### config.mk
export PLATFORM = sky130hd
export DESIGN_NAME = eprom_wr_seq
export DESIGN_NICKNAME = d
export VERILOG_FILES = /design/src/rtl/eprom_wr_pkg.sv /design/src/rtl/ewr_crc8.sv /design/src/rtl/ewr_capture.sv /design/src/rtl/eprom_wr_seq.sv
export SDC_FILE = /design/constraint.sdc
export NUM_CORES = 1
export LEC_CHECK = 0
export BUFFER_PORTS_ARGS = -buffer_cell sky130_fd_sc_hd__buf_4
export CAP_MARGIN = 30
export CORE_MARGIN = 4
export CORE_UTILIZATION = 40
export DETAILED_ROUTE_END_ITERATION = 10
export PLACE_DENSITY_LB_ADDON = 0.2
export SYNTH_ARGS = -nofsm -noshare
export SYNTH_HDL_FRONTEND = slang
export SYNTH_SLANG_ARGS = --single-unit
### constraint.sdc
create_clock -name clk -period 3.35 [get_ports clk]
set_input_delay 0.1675 -clock clk [delete_from_list [all_inputs] [get_ports clk]]
set_output_delay 0.1675 -clock clk [all_outputs]
set_load 0.03 [all_outputs]
### src/rtl/eprom_wr_pkg.sv
package eprom_wr_pkg;

  typedef enum logic [3:0] {
    ST_CMD,   // waiting for the command byte
    ST_TA1,   // waiting for address low byte
    ST_TA2,   // waiting for address high byte
    ST_DAT,   // waiting for the data byte
    ST_CRC,   // CRC byte due on the next read
    ST_ARM,   // waiting for the programming pulse
    ST_PROG,  // strobe cycle
    ST_VFY,   // verify byte due on the next read
    ST_TAIL   // all-ones until line reset
  } seq_state_t;

  localparam logic [7:0] CRC8_POLY_REFL = 8'h8C;
  localparam logic [7:0] IDLE_FILL      = 8'hFF;

  // one byte through the reflected CRC-8, LSB first
  function automatic logic [7:0] crc8_step(input logic [7:0] acc, input logic [7:0] b);
    logic [7:0] c;
    c = acc;
    for (int i = 0; i < 8; i++) begin
      if (c[0] ^ b[i]) c = (c >> 1) ^ CRC8_POLY_REFL;
      else             c = c >> 1;
    end
    return c;
  endfunction

endpackage

### src/rtl/ewr_crc8.sv
module ewr_crc8
  import eprom_wr_pkg::*;
(
  input  logic       clk,
  input  logic       rst_n,
  input  logic       en,
  input  logic       restart,
  input  logic [7:0] din,
  output logic [7:0] crc
);

  logic [7:0] crc_q;
  logic [7:0] crc_d;

  always_comb begin
    crc_d = crc_q;
    if (en) crc_d = crc8_step(restart ? 8'h00 : crc_q, din);
  end

  always_ff @(posedge clk or negedge rst_n) begin
    if (!rst_n) crc_q <= 8'h00;
    else        crc_q <= crc_d;
  end

  assign crc = crc_q;

endmodule

### src/rtl/ewr_capture.sv
module ewr_capture #(
  parameter int          AW       = 7,
  parameter int          SAW      = 3,
  parameter logic [7:0]  CMD_STAT = 8'h55
) (
  input  logic          clk,
  input  logic          rst_n,
  input  logic          ld_cmd,
  input  logic          ld_lo,
  input  logic          ld_hi,
  input  logic          ld_dat,
  input  logic [7:0]    din,
  output logic          is_stat,
  output logic [AW-1:0] addr,
  output logic [7:0]    dat,
  output logic [7:0]    crc_in
);

  // AW is at most 16: the address travels in two bytes
  localparam logic [15:0] MAIN_MASK = 16'((32'd1 << AW) - 32'd1);
  localparam logic [15:0] STAT_MASK = 16'((32'd1 << SAW) - 32'd1);

  logic          stat_q, stat_d;
  logic [AW-1:0] addr_q, addr_d;
  logic [7:0]    dat_q,  dat_d;
  logic [15:0]   mask;
  logic [15:0]   wide;

  assign mask = stat_q ? STAT_MASK : MAIN_MASK;

  always_comb begin
    wide = 16'(addr_q);
    if (ld_lo) wide[7:0]  = din;
    if (ld_hi) wide[15:8] = din;
    wide = wide & mask;
    if (ld_lo)      crc_in = wide[7:0];
    else if (ld_hi) crc_in = wide[15:8];
    else            crc_in = din;
  end

  always_comb begin
    stat_d = stat_q;
    addr_d = addr_q;
    dat_d  = dat_q;
    if (ld_cmd) begin
      stat_d = (din == CMD_STAT);
      addr_d = '0;
    end
    if (ld_lo || ld_hi) addr_d = wide[AW-1:0];
    if (ld_dat)         dat_d  = din;
  end

  always_ff @(posedge clk or negedge rst_n) begin
    if (!rst_n) begin
      stat_q <= 1'b0;
      addr_q <= '0;
      dat_q  <= 8'h00;
    end else begin
      stat_q <= stat_d;
      addr_q <= addr_d;
      dat_q  <= dat_d;
    end
  end

  assign is_stat = stat_q;
  assign addr    = addr_q;
  assign dat     = dat_q;

  // status-field address never leaves its field
  assert_stat_addr_R3: assert property (@(posedge clk) disable iff (!rst_n)
    stat_q |-> (int'(addr_q) < (1 << SAW)));

endmodule

### src/rtl/eprom_wr_seq.sv
module eprom_wr_seq
  import eprom_wr_pkg::*;
#(
  parameter int         AW       = 7,
  parameter int         SAW      = 3,
  parameter int         PAGE_AW  = 5,
  parameter logic [7:0] CMD_MAIN = 8'h0F,
  parameter logic [7:0] CMD_STAT = 8'h55,
  localparam int        NPAGE    = 1 << (AW - PAGE_AW)
) (
  input  logic             clk,
  input  logic             rst_n,
  input  logic             line_rst,
  input  logic             rx_valid,
  input  logic [7:0]       rx_byte,
  input  logic             tx_req,
  output logic             tx_valid,
  output logic [7:0]       tx_byte,
  input  logic             prog_pulse,
  input  logic [NPAGE-1:0] wp_n,
  output logic             arr_we,
  output logic             arr_sel,
  output logic [AW-1:0]    arr_addr,
  output logic [7:0]       arr_wdata,
  input  logic [7:0]       arr_rdata
);

  localparam int PW = AW - PAGE_AW;

  seq_state_t st_q, st_d;
  logic       txv_q, txv_d;
  logic [7:0] txb_q, txb_d;
  logic       we_q,  we_d;
  logic [7:0] wd_q,  wd_d;

  logic ld_cmd, ld_lo, ld_hi, ld_dat;
  logic crc_en, crc_restart;
  logic [7:0] crc_in, crc_val, dat_q;
  logic is_stat;
  logic [AW-1:0] addr_q;
  logic [PW-1:0] page;
  logic [NPAGE-1:0] page_lock;
  logic blocked;

  ewr_capture #(.AW(AW), .SAW(SAW), .CMD_STAT(CMD_STAT)) u_cap (
    .clk(clk), .rst_n(rst_n),
    .ld_cmd(ld_cmd), .ld_lo(ld_lo), .ld_hi(ld_hi), .ld_dat(ld_dat),
    .din(rx_byte), .is_stat(is_stat), .addr(addr_q), .dat(dat_q), .crc_in(crc_in)
  );

  ewr_crc8 u_crc (
    .clk(clk), .rst_n(rst_n), .en(crc_en), .restart(crc_restart),
    .din(crc_in), .crc(crc_val)
  );

  // per-page lock decode of the data array
  assign page = addr_q[AW-1:PAGE_AW];
  for (genvar p = 0; p < NPAGE; p++) begin : g_lock
    assign page_lock[p] = (int'(page) == p) && !wp_n[p];
  end
  assign blocked = !is_stat && (|page_lock);

  always_comb begin
    st_d        = st_q;
    txv_d       = 1'b0;
    txb_d       = txb_q;
    we_d        = 1'b0;
    wd_d        = wd_q;
    ld_cmd      = 1'b0;
    ld_lo       = 1'b0;
    ld_hi       = 1'b0;
    ld_dat      = 1'b0;
    crc_en      = 1'b0;
    crc_restart = 1'b0;
    if (line_rst) begin
      st_d = ST_CMD;
    end else begin
      if (tx_req) begin
        txv_d = 1'b1;
        txb_d = IDLE_FILL;
        case (st_q)
          ST_CRC: begin txb_d = crc_val;   st_d = ST_ARM;  end
          ST_VFY: begin txb_d = arr_rdata; st_d = ST_TAIL; end
          default: ;
        endcase
      end else if (rx_valid) begin
        case (st_q)
          ST_CMD: begin
            if (rx_byte == CMD_MAIN || rx_byte == CMD_STAT) begin
              ld_cmd = 1'b1; crc_en = 1'b1; crc_restart = 1'b1; st_d = ST_TA1;
            end else begin
              st_d = ST_TAIL;
            end
          end
          ST_TA1: begin ld_lo  = 1'b1; crc_en = 1'b1; st_d = ST_TA2; end
          ST_TA2: begin ld_hi  = 1'b1; crc_en = 1'b1; st_d = ST_DAT; end
          ST_DAT: begin ld_dat = 1'b1; crc_en = 1'b1; st_d = ST_CRC; end
          default: ;
        endcase
      end else if (prog_pulse && st_q == ST_ARM) begin
        st_d = ST_PROG;
        we_d = !blocked;
        wd_d = dat_q & arr_rdata;
      end
      if (st_q == ST_PROG) st_d = ST_VFY;
    end
  end

  always_ff @(posedge clk or negedge rst_n) begin
    if (!rst_n) begin
      st_q  <= ST_CMD;
      txv_q <= 1'b0;
      txb_q <= 8'h00;
      we_q  <= 1'b0;
      wd_q  <= 8'h00;
    end else begin
      st_q  <= st_d;
      txv_q <= txv_d;
      txb_q <= txb_d;
      we_q  <= we_d;
      wd_q  <= wd_d;
    end
  end

  assign tx_valid  = txv_q;
  assign tx_byte   = txb_q;
  assign arr_we    = we_q;
  assign arr_wdata = wd_q;
  assign arr_sel   = is_stat;
  assign arr_addr  = addr_q;

  assert_strobe_single_R5: assert property (@(posedge clk) disable iff (!rst_n)
    arr_we |=> !arr_we);

  assert_strobe_needs_pulse_R4: assert property (@(posedge clk) disable iff (!rst_n)
    arr_we |-> ($past(prog_pulse) && !$past(line_rst)));

  assert_tx_answers_req_R10: assert property (@(posedge clk) disable iff (!rst_n)
    tx_valid |-> $past(tx_req));

  assert_add_only_R6: assert property (@(posedge clk) disable iff (!rst_n)
    arr_we |-> ((arr_wdata & ~arr_rdata) == 8'h00));

  assert_locked_page_R7: assert property (@(posedge clk) disable iff (!rst_n)
    (arr_we && !arr_sel) |-> wp_n[arr_addr[AW-1:PAGE_AW]]);

  assert_line_reset_R9: assert property (@(posedge clk) disable iff (!rst_n)
    line_rst |=> (!tx_valid && !arr_we));

endmodule

==> impl_metrics.env <==
export IMPL_status="completed"
export IMPL_place_hpwl_mm=4.71
export IMPL_cts_sinks=46
export IMPL_synth_xor_area_share_pct=6.81
export IMPL_grt_pass1_wl_mm=10.2
export IMPL_grt_ovfl_total=0
export IMPL_setup_viol=0
export IMPL_synth_area_mux_share_pct=6.61
export IMPL_num_vias=2119
export IMPL_route_detailed_drc=0
export IMPL_syn_to_final_growth_pct=22.9
export IMPL_dr_pass1_iters=4
export IMPL_start_kind="flip-flop"
export IMPL_synth_avg_cell_area_um2=9.47
export IMPL_ctsRootBufferMaster="clkbuf_8"
export IMPL_critPathTopFamily="simple AND/OR/NAND/NOR gates"
export IMPL_syn_area_um2=2480
export IMPL_ir_drop_uv=331
export IMPL_die_area_um2=7520
export IMPL_required_ns=3.51
export IMPL_placed_cell_area_um2=2920
export IMPL_cts_buffer_depth=2
export IMPL_die_width_um=86.7
export IMPL_tightest_slew_ns=0.703
export IMPL_drt_initial_drc_count=145
export IMPL_timing_setup_tns_ns=0
export IMPL_fin_crit_ns=2.90
export IMPL_hold_class="input port to flip-flop"
export IMPL_fin_skew_ns=0.00649
export IMPL_track_usage_pct=17.4
export IMPL_worstSetupPathType="flip-flop to flip-flop"
export IMPL_yosys_warnings=0
export IMPL_ys_seq_area_share_pct=46.4
export IMPL_relSlewSlack_pct=53.0
export IMPL_drtAntennaViolNets=0
export IMPL_path_cells="or2_4, or3_1, o21ai_0, mux2i_1, xnor3_1, xor2_1, xnor2_1, a21oi_1"
export IMPL_synth_top_area_share_pct=46.4
export IMPL_synth_compound_area_share_pct=19.5
export IMPL_diodes=0
export IMPL_synth_top_area_cell="dfrtp_1"
export IMPL_synth_top_family_by_area="compound AO/OA/AOI/OAI gates"
export IMPL_rsz0062_at_grt="false"
export IMPL_gp_congestion=0.891
export IMPL_synth_most_common_cell="dfrtp_1"
export IMPL_core_um2=5960
export IMPL_maxSlewViolCount=0
export IMPL_powerDensity_nw_per_um2=762
export IMPL_pre_cts_slack_ns=0.481
export IMPL_critical_path_slowest_cell="or3_1"
export IMPL_viasPerCell=5.45
export IMPL_clkTransAtPathRegs_ns=0.09
export IMPL_path_buf_inv=0
export IMPL_htree_levels=2
export IMPL_cts_tree="done"
export IMPL_synthSimpleGateAreaFrac_pct=18.0
export IMPL_worstPathArrival_ns=3.06
export IMPL_synth_ff_type="dfrtp_1"
export IMPL_setup_ws_ns=0.453
export IMPL_synthTopCellsByCount="46 x dfrtp_1, 33 x nor2_1, 29 x nand2_1, 26 x a21oi_1, 19 x o21ai_0"
export IMPL_fp_dieH_um=86.7
export IMPL_grt_pass1_vias=2041
export IMPL_layout_cells_non_filler=389
export IMPL_insertion_delay_ns=0.30
export IMPL_cts_buffers=5
export IMPL_final_cell_area_um2=3050
export IMPL_wl_per_cell_um=16.1
export IMPL_period_share_pct=86.5
export IMPL_synth_cells=262
export IMPL_layout_nets=339
export IMPL_drt_wl_total_mm=6.25
export IMPL_grt_max_degree=47
export IMPL_portBuffers=51
export IMPL_start_util_pct=41.6
export IMPL_io_pins=52
export IMPL_syn_nets=288
export IMPL_fmax_mhz=345
export IMPL_yosys_cell_types_count=45
export IMPL_final_hold_viol_count=0
export IMPL_cp_max_fo=15
export IMPL_synth_area_top_cells="dfrtp_1 46%, a21oi_1 5.2%, nor2_1 5.0%, nand2_1 4.4%, xnor2_1 4.2%"
export IMPL_synthAdderAreaFrac_pct=0
export IMPL_maxCapViolCount=0
export IMPL_synth_edff_count=0
export IMPL_crit_path_end_kind="flip-flop"
export IMPL_async_flop_share_pct=100
export IMPL_ys_ff_latch=46
export IMPL_rows=28
export IMPL_antenna_found_initial=0
export IMPL_place_inst=379
export IMPL_leakage_nw=1.33
export IMPL_drive_above_1_share_pct=25.5
export IMPL_slowest_delay_ns=0.51
==> where the power goes <==
part / switching, mW / leakage, nW / internal (mW) / total, mW
clock network: 0.195 / 0.0585 / 0.224 / 0.419
logic: 0.541 / 0.705 / 0.492 / 1.03
registers: 0.163 / 0.565 / 0.706 / 0.869
==> worst reg2reg max path, cell delays in order, from the launching register on <==
cell     delay (ns)
dfrtp_1        0.48
or2_4          0.29
or3_1          0.51
o21ai_0        0.39
mux2i_1        0.28
xnor3_1        0.35
xor2_1         0.24
xnor2_1        0.15
a21oi_1        0.08
==> layout by cell type (no fill, tap or decap), types with 5 or more instances in the layout <==
master | synthesis | routed
inv_1 | 5 | 5
xnor2_1 | 12 | 12
o21ai_0 | 19 | 19
nand2_1 | 29 | 29
dfrtp_1 | 46 | 46
nand2b_1 | 6 | 6
nor2_1 | 33 | 33
buf_4 | 0 | 52
a21oi_1 | 26 | 26
clkbuf_8 | 0 | 5
a22o_1 | 8 | 8
nor3_1 | 5 | 5
o22ai_1 | 10 | 10
mux2_2 | 9 | 9
==> registers in the layout, indices dropped and copies added (netlist names) <==
register / cells
arr_wdata: 8
tx_byte: 8
u_cap.dat: 8
u_crc.crc: 8
u_cap.addr: 7
st_q: 4
arr_we: 1
tx_valid: 1
u_cap.is_stat: 1
==> per-layer routing <==
metal,GRT usage (%),wire [um],part of all wire [%]
met1,24.7,2810,45
met3,4.09,487,7.8
met4,3.40,63,1.0
met5,0,0,0
met2,27.2,2890,46
==> cell families (layout without fill, tap and decap cells) <==
| kind of cell | Yosys count | count (layout) |
|---|---|---|
| simple gates | 93 | 93 |
| compound gates | 78 | 78 |
| flops | 46 | 46 |
| xor+xnor | 16 | 16 |
| buf+inv | 15 | 67 |
| mux | 14 | 14 |
==> metrics by stage <==
step / hold WS [ns] / total power, mW / util [%]
after floorplan: -0.128 / 1.65 / -
after global placement: 0.208 / 1.89 / 49.0
after detailed placement: 0.214 / 1.91 / 49.0
after CTS: 0.113 / 2.34 / 51.0
after global routing: 0.118 / 2.50 / 51.2
final: 0.115 / 2.32 / 51.2
==> layout make-up <==
cell class | count | area, um^2
fill | 571 | 2910
multi-input combinational | 201 | 1260
clock inverter | 3 | 43.8
inverter | 5 | 18.8
tap | 75 | 93.8
timing repair buffer | 54 | 408
sequential | 46 | 1150
clock buffer | 5 | 68.8
==> timing repair <==
action                    4_1_cts  5_1_grt
hold endpoints to repair       46        0
gates resized for setup         0        0
hold buffers                    1        0
setup buffers                   0        0
==> final timing paths <==
path	start	endpoint	slack (ns)	cells past startpoint
max in group asynchronous	rst_n	st_q[2]	2.53	2
hold reg to reg	arr_wdata[0]	arr_wdata[0]	0.49	2
hold / removal	line_rst	st_q[3]	0.12	2
setup / recovery	st_q[2]	u_crc.crc[1]	0.45	8
min in group asynchronous	rst_n	u_cap.addr[4]	0.42	2
setup reg to reg	st_q[2]	u_crc.crc[1]	0.45	8
(Power assumes the default switching activity.)
